$ cat src/rtl/evt_timer_regs.sv
module evt_timer_regs #(
  parameter int N_TIMERS = 8,
  parameter int ADDR_W = 10,
  parameter logic [15:0] VENDOR_ID = 16'hA5C3,
  parameter int FREQ_LOG2 = 24
) (
  input  logic                clk,
  input  logic                rst_n,
  input  logic                tick_en,
  input  logic                req_valid,
  input  logic                req_write,
  input  logic [ADDR_W-1:0]   req_addr,
  input  logic [3:0]          req_size,
  input  logic [63:0]         req_wdata,
  input  logic [N_TIMERS-1:0] irq_set,
  output logic                rd_valid,
  output logic [63:0]         rd_data,
  output logic [31:0]         count_o,
  output logic                cnt_enabled,
  output logic [N_TIMERS-1:0] isr_o,
  output logic [N_TIMERS-1:0] rearm_o,
  output logic [N_TIMERS-1:0] stop_o
);
  localparam logic [ADDR_W-1:0] OFS_CAP = ADDR_W'(12'h000);
  localparam logic [ADDR_W-1:0] OFS_CFG = ADDR_W'(12'h010);
  localparam logic [ADDR_W-1:0] OFS_ISR = ADDR_W'(12'h020);
  localparam logic [ADDR_W-1:0] OFS_CNT = ADDR_W'(12'h0F0);
  localparam logic [63:0] FS_PER_S = 64'd1000000000000000;
  localparam logic [63:0] TICK_FS64 = FS_PER_S >> FREQ_LOG2;
  localparam logic [4:0]  NT_M1 = 5'(N_TIMERS - 1);
  localparam logic [63:0] CAP_WORD = {TICK_FS64[31:0], VENDOR_ID, 3'b000, NT_M1, 8'h01};

  initial begin
    if (N_TIMERS < 3 || N_TIMERS > 32) $error("N_TIMERS out of range");
  end

  logic sz_ok, al_ok, acc_ok, hi_half, wr, rd;
  logic [ADDR_W-1:0] base;
  logic hit_cap, hit_cfg, hit_isr, hit_cnt;
  logic [63:0] wd, wmask, cnt_merge, rd_word, rd_sel;
  logic en_next;
  logic [N_TIMERS-1:0] isr_clr;

  assign sz_ok   = (req_size == 4'd4) || (req_size == 4'd8);
  assign al_ok   = (req_size == 4'd8) ? (req_addr[2:0] == 3'b000) : (req_addr[1:0] == 2'b00);
  assign acc_ok  = req_valid && sz_ok && al_ok;
  assign hi_half = (req_size == 4'd4) && req_addr[2];
  assign wr      = acc_ok && req_write;
  assign rd      = acc_ok && !req_write;
  assign base    = {req_addr[ADDR_W-1:3], 3'b000};

  assign hit_cap = (base == OFS_CAP);
  assign hit_cfg = (base == OFS_CFG);
  assign hit_isr = (base == OFS_ISR);
  assign hit_cnt = (base == OFS_CNT);

  assign wd    = hi_half ? {req_wdata[31:0], 32'h0} : req_wdata;
  assign wmask = (req_size == 4'd8) ? {64{1'b1}} :
                 hi_half ? {32'hFFFF_FFFF, 32'h0} : {32'h0, 32'hFFFF_FFFF};

  assign cnt_merge = ({32'h0, count_o} & ~wmask) | (wd & wmask);
  assign en_next   = (wr && hit_cfg && wmask[0]) ? wd[0] : cnt_enabled;
  assign isr_clr   = (wr && hit_isr) ? (wd[N_TIMERS-1:0] & wmask[N_TIMERS-1:0]) : '0;

  always_comb begin
    rd_word = 64'h0;
    if (hit_cap)      rd_word = CAP_WORD;
    else if (hit_cfg) rd_word = {63'h0, cnt_enabled};
    else if (hit_isr) rd_word = {{(64-N_TIMERS){1'b0}}, isr_o};
    else if (hit_cnt) rd_word = {32'h0, count_o};
  end

  assign rd_sel = hi_half ? {32'h0, rd_word[63:32]} :
                  (req_size == 4'd4) ? {32'h0, rd_word[31:0]} : rd_word;

  always_ff @(posedge clk) begin
    if (!rst_n) begin
      count_o     <= 32'h0;
      cnt_enabled <= 1'b0;
      isr_o       <= '0;
      rearm_o     <= '0;
      stop_o      <= '0;
      rd_valid    <= 1'b0;
      rd_data     <= 64'h0;
    end else begin
      rd_valid <= req_valid && !req_write;
      rd_data  <= rd ? rd_sel : 64'h0;
      if (wr && hit_cnt)
        count_o <= cnt_merge[31:0];
      else if (cnt_enabled && tick_en)
        count_o <= count_o + 32'd1;
      cnt_enabled <= en_next;
      isr_o   <= (isr_o & ~isr_clr) | irq_set;
      stop_o  <= {N_TIMERS{cnt_enabled && !en_next}};
      rearm_o <= {N_TIMERS{(!cnt_enabled && en_next) || (wr && hit_cnt && cnt_enabled)}};
    end
  end
endmodule


$ cat config.mk
export PLATFORM = sky130hd
export DESIGN_NAME = evt_timer_regs
export DESIGN_NICKNAME = d
export VERILOG_FILES = /design/src/rtl/evt_timer_regs.sv
export SDC_FILE = /design/constraint.sdc
export NUM_CORES = 1
export LEC_CHECK = 0
export BUFFER_PORTS_ARGS = -buffer_cell sky130_fd_sc_hd__buf_2
export CAP_MARGIN = 40
export CELL_PAD_IN_SITES_DETAIL_PLACEMENT = 1
export CELL_PAD_IN_SITES_GLOBAL_PLACEMENT = 2
export CORE_AREA = 2 2 133 135
export CTS_BUF_LIST = sky130_fd_sc_hd__clkbuf_4
export CTS_CLUSTER_SIZE = 16
export DETAILED_ROUTE_END_ITERATION = 8
export DIE_AREA = 0 0 135 137
export GPL_TIMING_DRIVEN = 0
export HOLD_SLACK_MARGIN = 0.03
export PLACE_DENSITY_LB_ADDON = 0.1
export SLEW_MARGIN = 20
export SYNTH_ARGS = -nofsm -noshare
export SYNTH_HDL_FRONTEND = slang
export SYNTH_SLANG_ARGS = --single-unit
export TNS_END_PERCENT = 100
$ cat constraint.sdc
create_clock -name clk -period 4.5 [get_ports clk]
set_input_delay 0.9 -clock clk [delete_from_list [all_inputs] [get_ports clk]]
set_output_delay 0.9 -clock clk [all_outputs]
set_load 0.02 [all_outputs]
== Word-level counts from Yosys, hierarchy flattened ==
Index checks and enable logic that the tools add are counted.
Widths: inputs -> output; s select.

* Bits in registers: 108
* Latch bits: 0
* Memory bits (writable): 0
* Memory bits (read-only): 0
* Input port bits: 91
* Output and inout port bits: 122
* Word-level logic and storage cells: 62
* Memories: 0

* Add/subtract/negate cells: 1
* $mul: 0
* Div/mod/pow operators: 0
* $lt $le $gt $ge: 0
* Equality and inequality tests: 5
* Shift-type cells: 0
* Mux-type cells: 13
* Bitwise operators: 10
* Reduce and logical (&&, ||, !) cells: 25

{| class="wikitable"
|+ Operator list
! kind !! count
|-
| $mux 32 || 9
|-
| $and 32x32->32 || 2
|-
| $mux 58 || 1
|-
| $add 32x1->32 const B || 1
|-
| $not 32->32 || 1
|-
| $or 32x32->32 || 1
|-
| $and 8x8->8 || 2
|-
| $logic_and 1x1->1 || 14
|-
| $logic_not 10->1 || 1
|-
| $mux 8 || 1
|-
| $not 8->8 || 1
|-
| $or 8x8->8 || 1
|-
| $eq 7x2->1 const B || 1
|-
| $eq 7x3->1 const B || 1
|-
| $eq 7x5->1 const B || 1
|-
| $eq 4x3->1 const B || 1
|-
| $eq 4x4->1 const B || 1
|-
| $reduce_or 4->1 || 1
|-
| $logic_not 1->1 || 3
|-
| $logic_not 3->1 || 1
|-
| $logic_not 2->1 || 1
|-
| $logic_or 1x1->1 || 2
|-
| $mux 1 || 2
|-
| $not 1->1 || 2
|-
| 2 further kinds || 2
|}

== Depth between registers and ports, before layout ==
Gate-level depths: netlist (run 1).

* Depth in word-level cells: 10
* Gate-level depth with buffers: 8
* Gate-level depth less buffers: 6

== Worst setup path before layout (run 1) ==
Ideal clock, no wire load.

* Path kind: input port to flip-flop
* Start point: input port req_addr[1]
* End point: register (tool-made name)
* Library setup time: 0.132 ns
* Arrival time: 2.290 ns
* Data required time: 4.368 ns
* Setup slack: 2.079 ns
* Cell stages on the path: 7
* Path through: nor3b_2 -> o2111a_1 -> a21oi_2 -> buf_6 -> buf_2 -> o32ai_1 -> nor3_1

{| class="wikitable"
|+ RTL lines
! element !! RTL line !! text
|-
| start: declaration || 12 || <nowiki>input logic [ADDR_W-1:0] req_addr,</nowiki>
|}

== Final worst setup path (run 1) ==
* Start point: input port req_addr[1]
* End point: register rd_data[7]

* Longest elaborated chain between the ends: 5
* Elaborated cells on any way between the ends: 6
* Those cells by class: 1 x mux; 5 x reduce/logical

{| class="wikitable"
|+ Ends and longest elaborated chain
! element !! RTL line !! text
|-
| $logic_not 3->1 / $logic_not 2->1 (equally long branches) || 45 || <nowiki>assign al_ok = (req_size == 4'd8) ? (req_addr[2:0] == 3'b000) : (req_addr[1:0] == 2'b00);</nowiki>
|-
| $mux 1 (*) || 45 ||
|-
| $logic_and 1x1->1 (*) || 46 || <nowiki>assign acc_ok = req_valid && sz_ok && al_ok;</nowiki>
|-
| $logic_and 1x1->1 (*) || 49 || <nowiki>assign rd = acc_ok && !req_write;</nowiki>
|-
| $reduce_and 2->1 (no line) (*) || - ||
|-
| end signal: assignment || 87 || <nowiki>rd_data <= rd ? rd_sel : 64'h0;</nowiki>
|-
| end: declaration || 17 || <nowiki>output logic [63:0] rd_data,</nowiki>
|}

Mark *: on every way between the ends. The rest lies on a longest branch, timed or not.
A chain may end at the register's enable or synchronous reset.

==> results.md, run 1 <==
- Post-CTS sizing: 0
- Post-Syn Instances: 483
- Synth area leader: dfxtp_1
- Achievable Freq: 308 MHz
- Finish-stage setup viols: 0
- CP peak stage delay: 730 ps
- Yosys top cell area share: 36.7%
- Area grow syn2layout: 30.7%
- Post-Synth Adder-Cell Area: 0.298%
- Sum of negative setup slack: 0 ps
- Yosys cell types: 80
- CP Launch Type: primary input
- Worst VDD drop: 0.0809 mV
- Hold Vio Cnt, Final: 0
- Post-synthesis mux area share: 1.76%
- Pre-antenna DRT Iters: 4
- Hold_buf cts: 0
- FF+latch count, synth: 77
- Crit-path cells: buf_2, nor3b_2, nand4_1, nor2_1, clkbuf_1, nand2_1, o21ai_0
- # nets final: 769
- Post-CTS Setup Bufs: 0
- Std-Cell Rows: 48
- CTS Root Cell: clkbuf_4
- Pre-CTS setup slack: 771 ps
- Layout Skew: 23.0 ps
- RSZ-0062 raised after global routing: no
- Post-synthesis xor/xnor area fraction: 0.417%
- Sequential area share after synthesis: 36.7%
- Die Ht: 137 um
- Post-Layout Cell Count: 908
- Commonest cells in the netlist: 77 x dfxtp_1, 46 x buf_4, 37 x nand2_1
- WP data arrival: 3630 ps
- Power Density: 215 nW/um^2
- Post-synthesis cell area: 4200 sq um
- Mapped Avg Cell Area: 8.70 sq um
- WP data required: 4880 ps
- Ratio of cells with drive above 1 in the final layout: 38.6%
- Die ar.: 18,500 sq um
- Top cells by area, synth: dfxtp_1 37%, buf_4 8.2%, o21ai_0 3.5%
- Worst hold path type: reg -> reg
- Initial Utilization: 24.6%
- Max Slew Vio Count: 0
- Synth Area in Compound Gates: 26.1%
- TritonCTS clock tree: built
- Vias: 4,479
- First-pass GRT wire length: 26,800 um
- GRT overflow: 0
- Total CTS buffers: 9
- Htree depth: 3
- Via-per-instance ratio: 4.93
- CTS sink cnt: 77
- Synth Area in Simple Gates: 21.7%
- Initial antenna violation count: 2
- Core box area: 17,100 sq um
- Worst slew pin tran: 800 ps
- Die width: 135 um
- First DRT Iteration DRCs: 165
- Ys async rst share: 0%
- Most common cell in the synthesized netlist: dfxtp_1
- Final Core Density: 32.2%
- Dpl hpwl: 13,900 um
- Wire length per cell: 20.1 um
- Fin crit share: 72.1%
- Final Wtd Congestion: 0.844
- Port Buffers: 162
- Ys flop type: dfxtp_1
- Slew HR: 46.5%
- Outcome: completed
- Vias in the first global route: 4,508
- CTS max path bufs: 2
- Cell with the largest stage delay on the worst path: nand4_1
- Crit. Startpoint: req_addr[1]
- ANT nets after route: 0
- Ys Warns: 0
- Remaining DRCs: 0
- Setup CP Type: in -> reg
- Placed cells: 887
- # IOs: 213
- Largest net degree at the start of global routing: 16
- Crit path max fanout: 10
- Main combinational cell family by area after synthesis: compound AO/OA/AOI/OAI gates
- Worst-skew pair later-pin latency: 470 ps
- CP endpoint kind: flip-flop
- Worst Setup Slack, final: 1260 ps
- Min Tclk post-route: 3240 ps
- GRT Total Usage: 19.7%
- Overall routed net length: 18,200 um
- EDFF count, synth: 0
- # Max-Cap Violations: 0
- LEAKAGE: 2.55 nW
- Reg clk slew, reported paths: 130 ps
-- critical path: cells and delay by family --
family                 cells  cell delay (ps)
and+or+nand+nor            4             1910
AOI/OAI and AO/OA          1              110
buffers and inverters      2              700
-- layout make-up --
type | instances | area [sq um]
multi-input cells | 336 | 2180
well taps | 225 | 282
diodes | 2 | 5.00
inverters | 16 | 60.1
clock buffers | 11 | 82.6
flip-flops and latches | 77 | 1540
repair buffers | 167 | 845
fillers | 2156 | 11600
plain buffers | 70 | 483
clock inverters | 4 | 16.3
-- stage by stage --
stage | power [mW] | hold WS [ps] | instance area, sq um
after floorplan | 0.768 | 556 | 4260
after global placement | 0.820 | 480 | 5360
after detailed placement | 0.822 | 479 | 5360
after CTS | 1.19 | 509 | 5460
after global routing | 1.23 | 526 | 5490
final | 1.18 | 502 | 5490
-- final timing paths --
kind,endpoint,slack [ps],cells past startpoint
worst max-delay path,rd_data[7]$_SDFF_PP0_,1260,7
worst min-delay path,rd_data[31]$_SDFF_PP0_,500,2
worst max register to register,flip-flop,2110,7
worst min register to register,rd_data[31]$_SDFF_PP0_,500,2
-- report_power, final --
part	switching (mW)	internal, mW
combinational	0.0677	0.0470
clock	0.254	0.117
sequential	0.00548	0.688
total	0.327	0.852
-- cell families (layout without fill, tap and decap cells) --
| group | Yosys count | count (layout) |
|---|---|---|
| flip-flops | 77 | 77 |
| XOR/XNOR | 2 | 2 |
| buffers and inverters | 86 | 268 |
| adder cells (fa/ha/maj) | 1 | 1 |
| AO/OA/AOI/OAI | 153 | 153 |
| AND/OR/NAND/NOR | 156 | 156 |
| other | 1 | 19 |
| multiplexers | 7 | 7 |
-- placed cells by master, fill, tap and decap left out, types with 7 or more instances in the layout --
master | synthesis | final
a211oi_1 | 13 | 13
a21o_1 | 11 | 11
a21oi_1 | 23 | 23
and2_1 | 8 | 8
and4_1 | 7 | 7
buf_2 | 9 | 173
buf_4 | 46 | 47
clkbuf_1 | 10 | 10
clkbuf_4 | 0 | 11
conb_1 | 1 | 17
dfxtp_1 | 77 | 77
inv_1 | 16 | 16
nand2_1 | 37 | 37
nand3_1 | 15 | 15
nor2_1 | 15 | 15
nor3_1 | 27 | 27
nor4_1 | 9 | 9
o21a_1 | 7 | 7
o21ai_0 | 29 | 29
-- layer usage --
metal / part of all wire [%] / global-route usage (%)
met1: 44 / 24.4
met2: 49 / 34.0
met3: 5.1 / 4.04
met4: 2.0 / 6.60
met5: 0 / 0
Note: power is estimated with default switching activity, not from simulation.
==> run 2, diff against run 1 <==
Settings changed: ABC_AREA set to 1, CORE_AREA 2 2 133 135 to 2 2 153 155, DIE_AREA 0 0 135 137 to 0 0 155 157.
Clock period 4.5 ns to 2.8 ns, I/O delays scaled along.
==> run 2 against run 1 <==
  * Clock skew down 5.2 ps
  * Sequential share of layout area fell by 3.6 points
  * Area after synthesis up 16%
  * Largest cell class unchanged
  * Total power rose by 87%
  * Clock power is 150% higher
  * Wire length rose by 12%
  * Critical path depth is 5 higher
  * Critical path type is now reg -> reg
  * Sequential power increased by 60%
  * Hold slack got worse by 190 ps
  * Global-route usage fell by 2.6 points
==> results.md, run 2 <==
- Outcome: completed
- WP data required: 3170 ps
- Pre-antenna DRT Iters: 4
- Min Tclk post-route: 2300 ps
- Area grow syn2layout: 29.1%
- Port Buffers: 162
- Dpl hpwl: 16,400 um
- Sequential area share after synthesis: 31.5%
- CP endpoint kind: flip-flop
- Layout Skew: 17.8 ps
- CTS Root Cell: clkbuf_4
- Crit-path cells: ha_1, nand3_1, inv_1, nand2_1, nor2_1, nand2_1, nand2_1, nand2_1, nand2_1, nand2_1, nor2_1, nor2_1
- Sum of negative setup slack: 0 ps
- Ratio of cells with drive above 1 in the final layout: 25.9%
- Total power: 2.21 mW
- Hold_buf cts: 0
- Setup CP Type: reg -> reg
- Overall routed net length: 20,500 um
- Sw power: 573 uW
- Post-Syn Instances: 820
- ANT nets after route: 0
- Achievable Freq: 435 MHz
- Via-per-instance ratio: 4.13
- Met3 Resource Use GR: 2.89%
- Worst-skew pair later-pin latency: 460 ps
- Die width: 155 um
- Vias in the first global route: 5,419
- First-pass GRT wire length: 31,300 um
- Fin crit share: 82.1%
- CTS max path bufs: 2
- Post-CTS Setup Bufs: 0
- Final Core Density: 28.0%
- GRT met2 Usage: 28.0%
- Area taken by multi-input logic gates: 2510 sq um
- GRT overflow: 0
- Htree depth: 3
- Yosys cell types: 28
- Final Wtd Congestion: 0.830
- Register Area: 1540 sq um
- LEAKAGE: 3.67 nW
- Vias: 5,371
- Sw frac: 25.9%
- # IOs: 213
- Die Ht: 157 um
- Finish-stage setup viols: 0
- Mapped Avg Cell Area: 5.96 sq um
- Max Slew Vio Count: 0
- # Max-Cap Violations: 0
- Most common cell after layout, fill and taps aside: nand2_1
- Reg clk slew, reported paths: 150 ps
- # nets final: 1,102
- R2r setup slk: 500 ps
- Placed cells: 1,283
- Initial antenna violation count: 1
- EDFF count, synth: 0
- Hold Vio Cnt, Final: 0
- Crit path max fanout: 5
- Worst VDD drop: 0.175 mV
- Critical Path Most Common Cell: nand2_1
- Yosys top cell area share: 31.5%
- Worst slew pin tran: 799 ps
- Remaining DRCs: 0
- RSZ-0062 raised after global routing: no
- Slew HR: 46.3%
- Initial Utilization: 21.7%
- Ys Warns: 0
- Logic pwr share: 7.8%
- GR Util met1: 22.9%
- Die ar.: 24,300 sq um
- Largest net degree at the start of global routing: 16
- Synth area leader: dfxtp_1
- Clk pwr share: 41.9%
- Core box area: 22,500 sq um
- Std-Cell Rows: 55
- Most common cell in the synthesized netlist: nand2_1
- Busiest grt layer: met2
- CTS sink cnt: 77
- Commonest cells in the netlist: 298 x nand2_1, 129 x nor2_1, 102 x inv_1
- CP peak stage delay: 480 ps
- Post-CTS sizing: 0
- Post-Layout Cell Count: 1,301
- Power Density: 350 nW/um^2
- Fillers: 3,002
- FF+latch count, synth: 77
- Ys flop type: dfxtp_1
- Ys async rst share: 0%
- Highest-count cells in the layout ignoring fill and taps: 298 x nand2_1, 171 x buf_2, 129 x nor2_1, 102 x inv_1, 77 x dfxtp_1
- Worst hold path type: in -> reg
- Sequential fraction of design power: 50.3%
- First DRT Iteration DRCs: 226
- Post-synthesis cell area: 4890 sq um
- Cell with the largest stage delay on the worst path: dfxtp_1
- TritonCTS clock tree: built
- Internal power: 1.64 mW
- Wire length per cell: 15.7 um
- CP Launch Type: flip-flop
- WP data arrival: 2670 ps
- GRT Total Usage: 17.0%
- Top cells by area, synth: dfxtp_1 32%, nand2_1 23%, nor2_1 9.9%
- Total CTS buffers: 9
==> run 2: changes by cell type in the layout (fill, tap and decap cells not counted), sizes merged, moves of 8 or more <==
cell	delta
nand3	+43
a211oi	-14
a21oi	-8
nor2	+119
inv	+89
clkbuf	-9
and4	-8
and2	-10
nand4	-9
xor2	+14
a21o	-12
nor3	-22
nor4	-10
nand2	+270
==> run 2: per-layer routing <==
layer / up-vias / wire length, um
met1: 2444 / 10100
met3: 15 / 908
met5: - / 0
met4: 0 / 257
li1: 2786 / -
met2: 126 / 9200
==> run 2: final timing paths <==
path	endpoint	depth (start not counted)	from
hold reg to reg	isr_o[5]$_SDFF_PN0_	2	isr_o[5]$_SDFF_PN0_
hold / removal	isr_o[7]$_SDFF_PN0_	3	irq_set[7]
setup reg to reg	flip-flop	12	flip-flop
setup / recovery	flip-flop	12	flip-flop
==> run 2: per-stage QoR <==
stage	hold WS, ps	area (sq um)	setup slack, ps
global route	281	6310	225
global placement	483	6110	358
detailed placement	487	6110	361
CTS	277	6300	449
finish	317	6310	502
floorplan	557	4950	1070
==> run 2: worst max-delay path, delay by kind of cell, from the launching register on <==
family                     cells  cell delay [ps]
adders and majority gates      1              420
buffers and inverters          1              110
DFF                            1              480
and+or+nand+nor               10             1200
==> run 2: final cells by class <==
type	instances	area share (%)
timing repair buffer	163	13.0
sequential	77	24.4
inverter	105	6.25
buffer	69	7.85
multi-input combinational	585	39.9
clock buffer	10	1.19
tap	285	5.65
clock inverter	6	1.75
antenna	1	0.0397
==> run 2: cells by family (layout without fill, tap and decap cells) <==
group | Yosys count | in the layout | synth area share, %
simple gates | 508 | 508 | 42.6
buf+inv | 174 | 353 | 18.2
flops | 77 | 77 | 31.5
compound gates | 44 | 44 | 4.58
xor+xnor | 15 | 15 | 2.69
fa+ha+maj | 1 | 1 | 0.256
other cells | 1 | 18 | 0.0768
==> run 2: power groups by stage <==
stage	combinational [mW]	clock [mW]	sequential (mW)
after detailed placement	0.175	0	1.14
after global placement	0.173	0	1.14
after CTS	0.176	0.967	1.11
after floorplan	0.0931	0	1.14
final	0.173	0.926	1.11
after global routing	0.196	1.01	1.11
==> run 3, diff against run 2 <==
Settings changed: CORE_AREA 2 2 153 155 to 2 2 146 148, DIE_AREA 0 0 155 157 to 0 0 148 150.
Clock period 2.8 ns to 2.2 ns, I/O delays scaled along.
==> run 3 against run 2 <==
  * Largest cell class unchanged
  * Clock power grew 38%
  * Core utilization grew 2.6 points
  * Count of clock-buffer cells in the layout shrank 1
  * Register-to-register slack lost 280 ps
  * Non-clock buffer count is the same
  * Cell area grew 0.32%
  * First-iteration DRC count grew 4.9%
  * Worst setup slack lost 280 ps
==> results.md, run 3 (same netlist as run 2, synthesis figures left out) <==
- Fillers: 2,799
- CP Launch Type: flip-flop
- Overall routed net length: 19,700 um
- Reg clk slew, reported paths: 150 ps
- Crit path max fanout: 5
- Clk pwr share: 44.0%
- First-pass GRT wire length: 30,400 um
- CTS sink cnt: 77
- Internal power: 2.18 mW
- Final Core Density: 30.6%
- Hold_buf cts: 0
- LEAKAGE: 3.68 nW
- Die ar.: 22,200 sq um
- R2r setup slk: 220 ps
- Worst-skew pair later-pin latency: 470 ps
- Pre-CTS setup slack: -128 ps
- Achievable Freq: 505 MHz
- Post-CTS Setup Bufs: 0
- Hold Vio Cnt, Final: 0
- CTS Root Cell: clkbuf_4
- Worst hold path type: in -> reg
- Wire length per cell: 15.3 um
- Placed cells: 1,273
- GRT overflow: 0
- Area grow syn2layout: 29.5%
- Total power: 2.91 mW
- Port Buffers: 162
- TritonCTS clock tree: built
- Highest-count cells in the layout ignoring fill and taps: 298 x nand2_1, 171 x buf_2, 127 x nor2_1, 102 x inv_1, 76 x dfxtp_1
- Std-Cell Rows: 53
- Total CTS buffers: 9
- Worst slew pin tran: 845 ps
- Remaining DRCs: 0
- Setup CP Type: reg -> reg
- Initial antenna violation count: 1
- Finish-stage setup viols: 0
- Initial Utilization: 23.6%
- Sw frac: 25.1%
- Largest net degree at the start of global routing: 16
- Post-Layout Cell Count: 1,291
- CTS max path bufs: 2
- Worst Setup Slack, final: 220 ps
- Worst VDD drop: 0.181 mV
- # nets final: 1,102
- First DRT Iteration DRCs: 237
- RSZ-0062 raised after global routing: no
- Layout Skew: 18.3 ps
- Outcome: completed
- Logic pwr share: 7.5%
- Vias: 5,365
- Slew HR: 43.2%
- Dpl hpwl: 15,700 um
- Hold path depth: 3
- WP data required: 2620 ps
- Die Ht: 150 um
- Min Tclk post-route: 1980 ps
- Placed inst area: 6100 sq um
- Final Wtd Congestion: 0.798
- Via-per-instance ratio: 4.16
- Core box area: 20,700 sq um
- Fin crit share: 90.0%
- Vias in the first global route: 5,361
- Sw power: 731 uW
- # IOs: 213
- Ratio of cells with drive above 1 in the final layout: 26.2%
- Worst reg-to-reg path cell count: 10
- CP endpoint kind: flip-flop
- ANT nets after route: 0
- Htree depth: 3
- WP data arrival: 2400 ps
- Pre-antenna DRT Iters: 5
- Most common cell after layout, fill and taps aside: nand2_1
- Sequential fraction of design power: 48.5%
- Max Slew Vio Count: 0
- Fin area: 6330 sq um
- Die width: 148 um
- # Max-Cap Violations: 0
- Power Density: 460 nW/um^2
- GRT Total Usage: 17.9%
## run 3: timing repair
item / CTS / global route
setup endpoints to repair: 3 / 4
gates resized for setup: 1 / 4
gates cloned: 0 / 0
## run 3: area by class of cell
type,count,area (sq um),share of cell area [%]
diodes,1,2.50,0.0395
plain buffers,69,495,7.83
clock buffers,9,67.6,1.07
clock inverters,7,136,2.16
inverters,105,394,6.23
multi-input cells,585,2530,39.9
flip-flops and latches,77,1540,24.4
well taps,275,344,5.44
repair buffers,163,818,12.9
## run 3: path summary, 6_finish.rpt
path                            start                  end
setup / recovery            flip-flop            flip-flop
hold reg to reg   isr_o[7]$_SDFF_PN0_  isr_o[7]$_SDFF_PN0_
hold / removal             irq_set[4]  isr_o[4]$_SDFF_PN0_
setup reg to reg            flip-flop            flip-flop
## run 3: power by group through the flow
stage | sequential, mW | clock, mW | combinational, mW
global route | 1.42 | 1.37 | 0.248
global placement | 1.44 | 0 | 0.219
finish | 1.41 | 1.28 | 0.218
detailed placement | 1.44 | 0 | 0.221
CTS | 1.41 | 1.31 | 0.222
floorplan | 1.46 | 0 | 0.119
## run 3: stage by stage
step                      TNS (ps)  hold WS (ps)
after floorplan                  0           557
after global placement        -415           485
after detailed placement      -726           488
after CTS                        0           151
after global routing             0           152
final                            0           180
## run 3: routing by layer
layer | vias up | global-route usage [%] | routed length [um]
li1 | 2783 | - | -
met1 | 2448 | 25.0 | 9840
met2 | 126 | 29.1 | 8770
met3 | 8 | 2.84 | 938
met4 | 0 | 3.86 | 160
met5 | - | 0 | 0
## run 3: critical path, stage by stage (launching register included)
cell and delay [ps]:
dfxtp_1 420, ha_2 310, nand3_1 200, inv_1 100, nand2_1 230, nor2_2 240, xor2_1 180, nand2_1 70
nand2_1 60, nor2_1 40, nor2_1 80
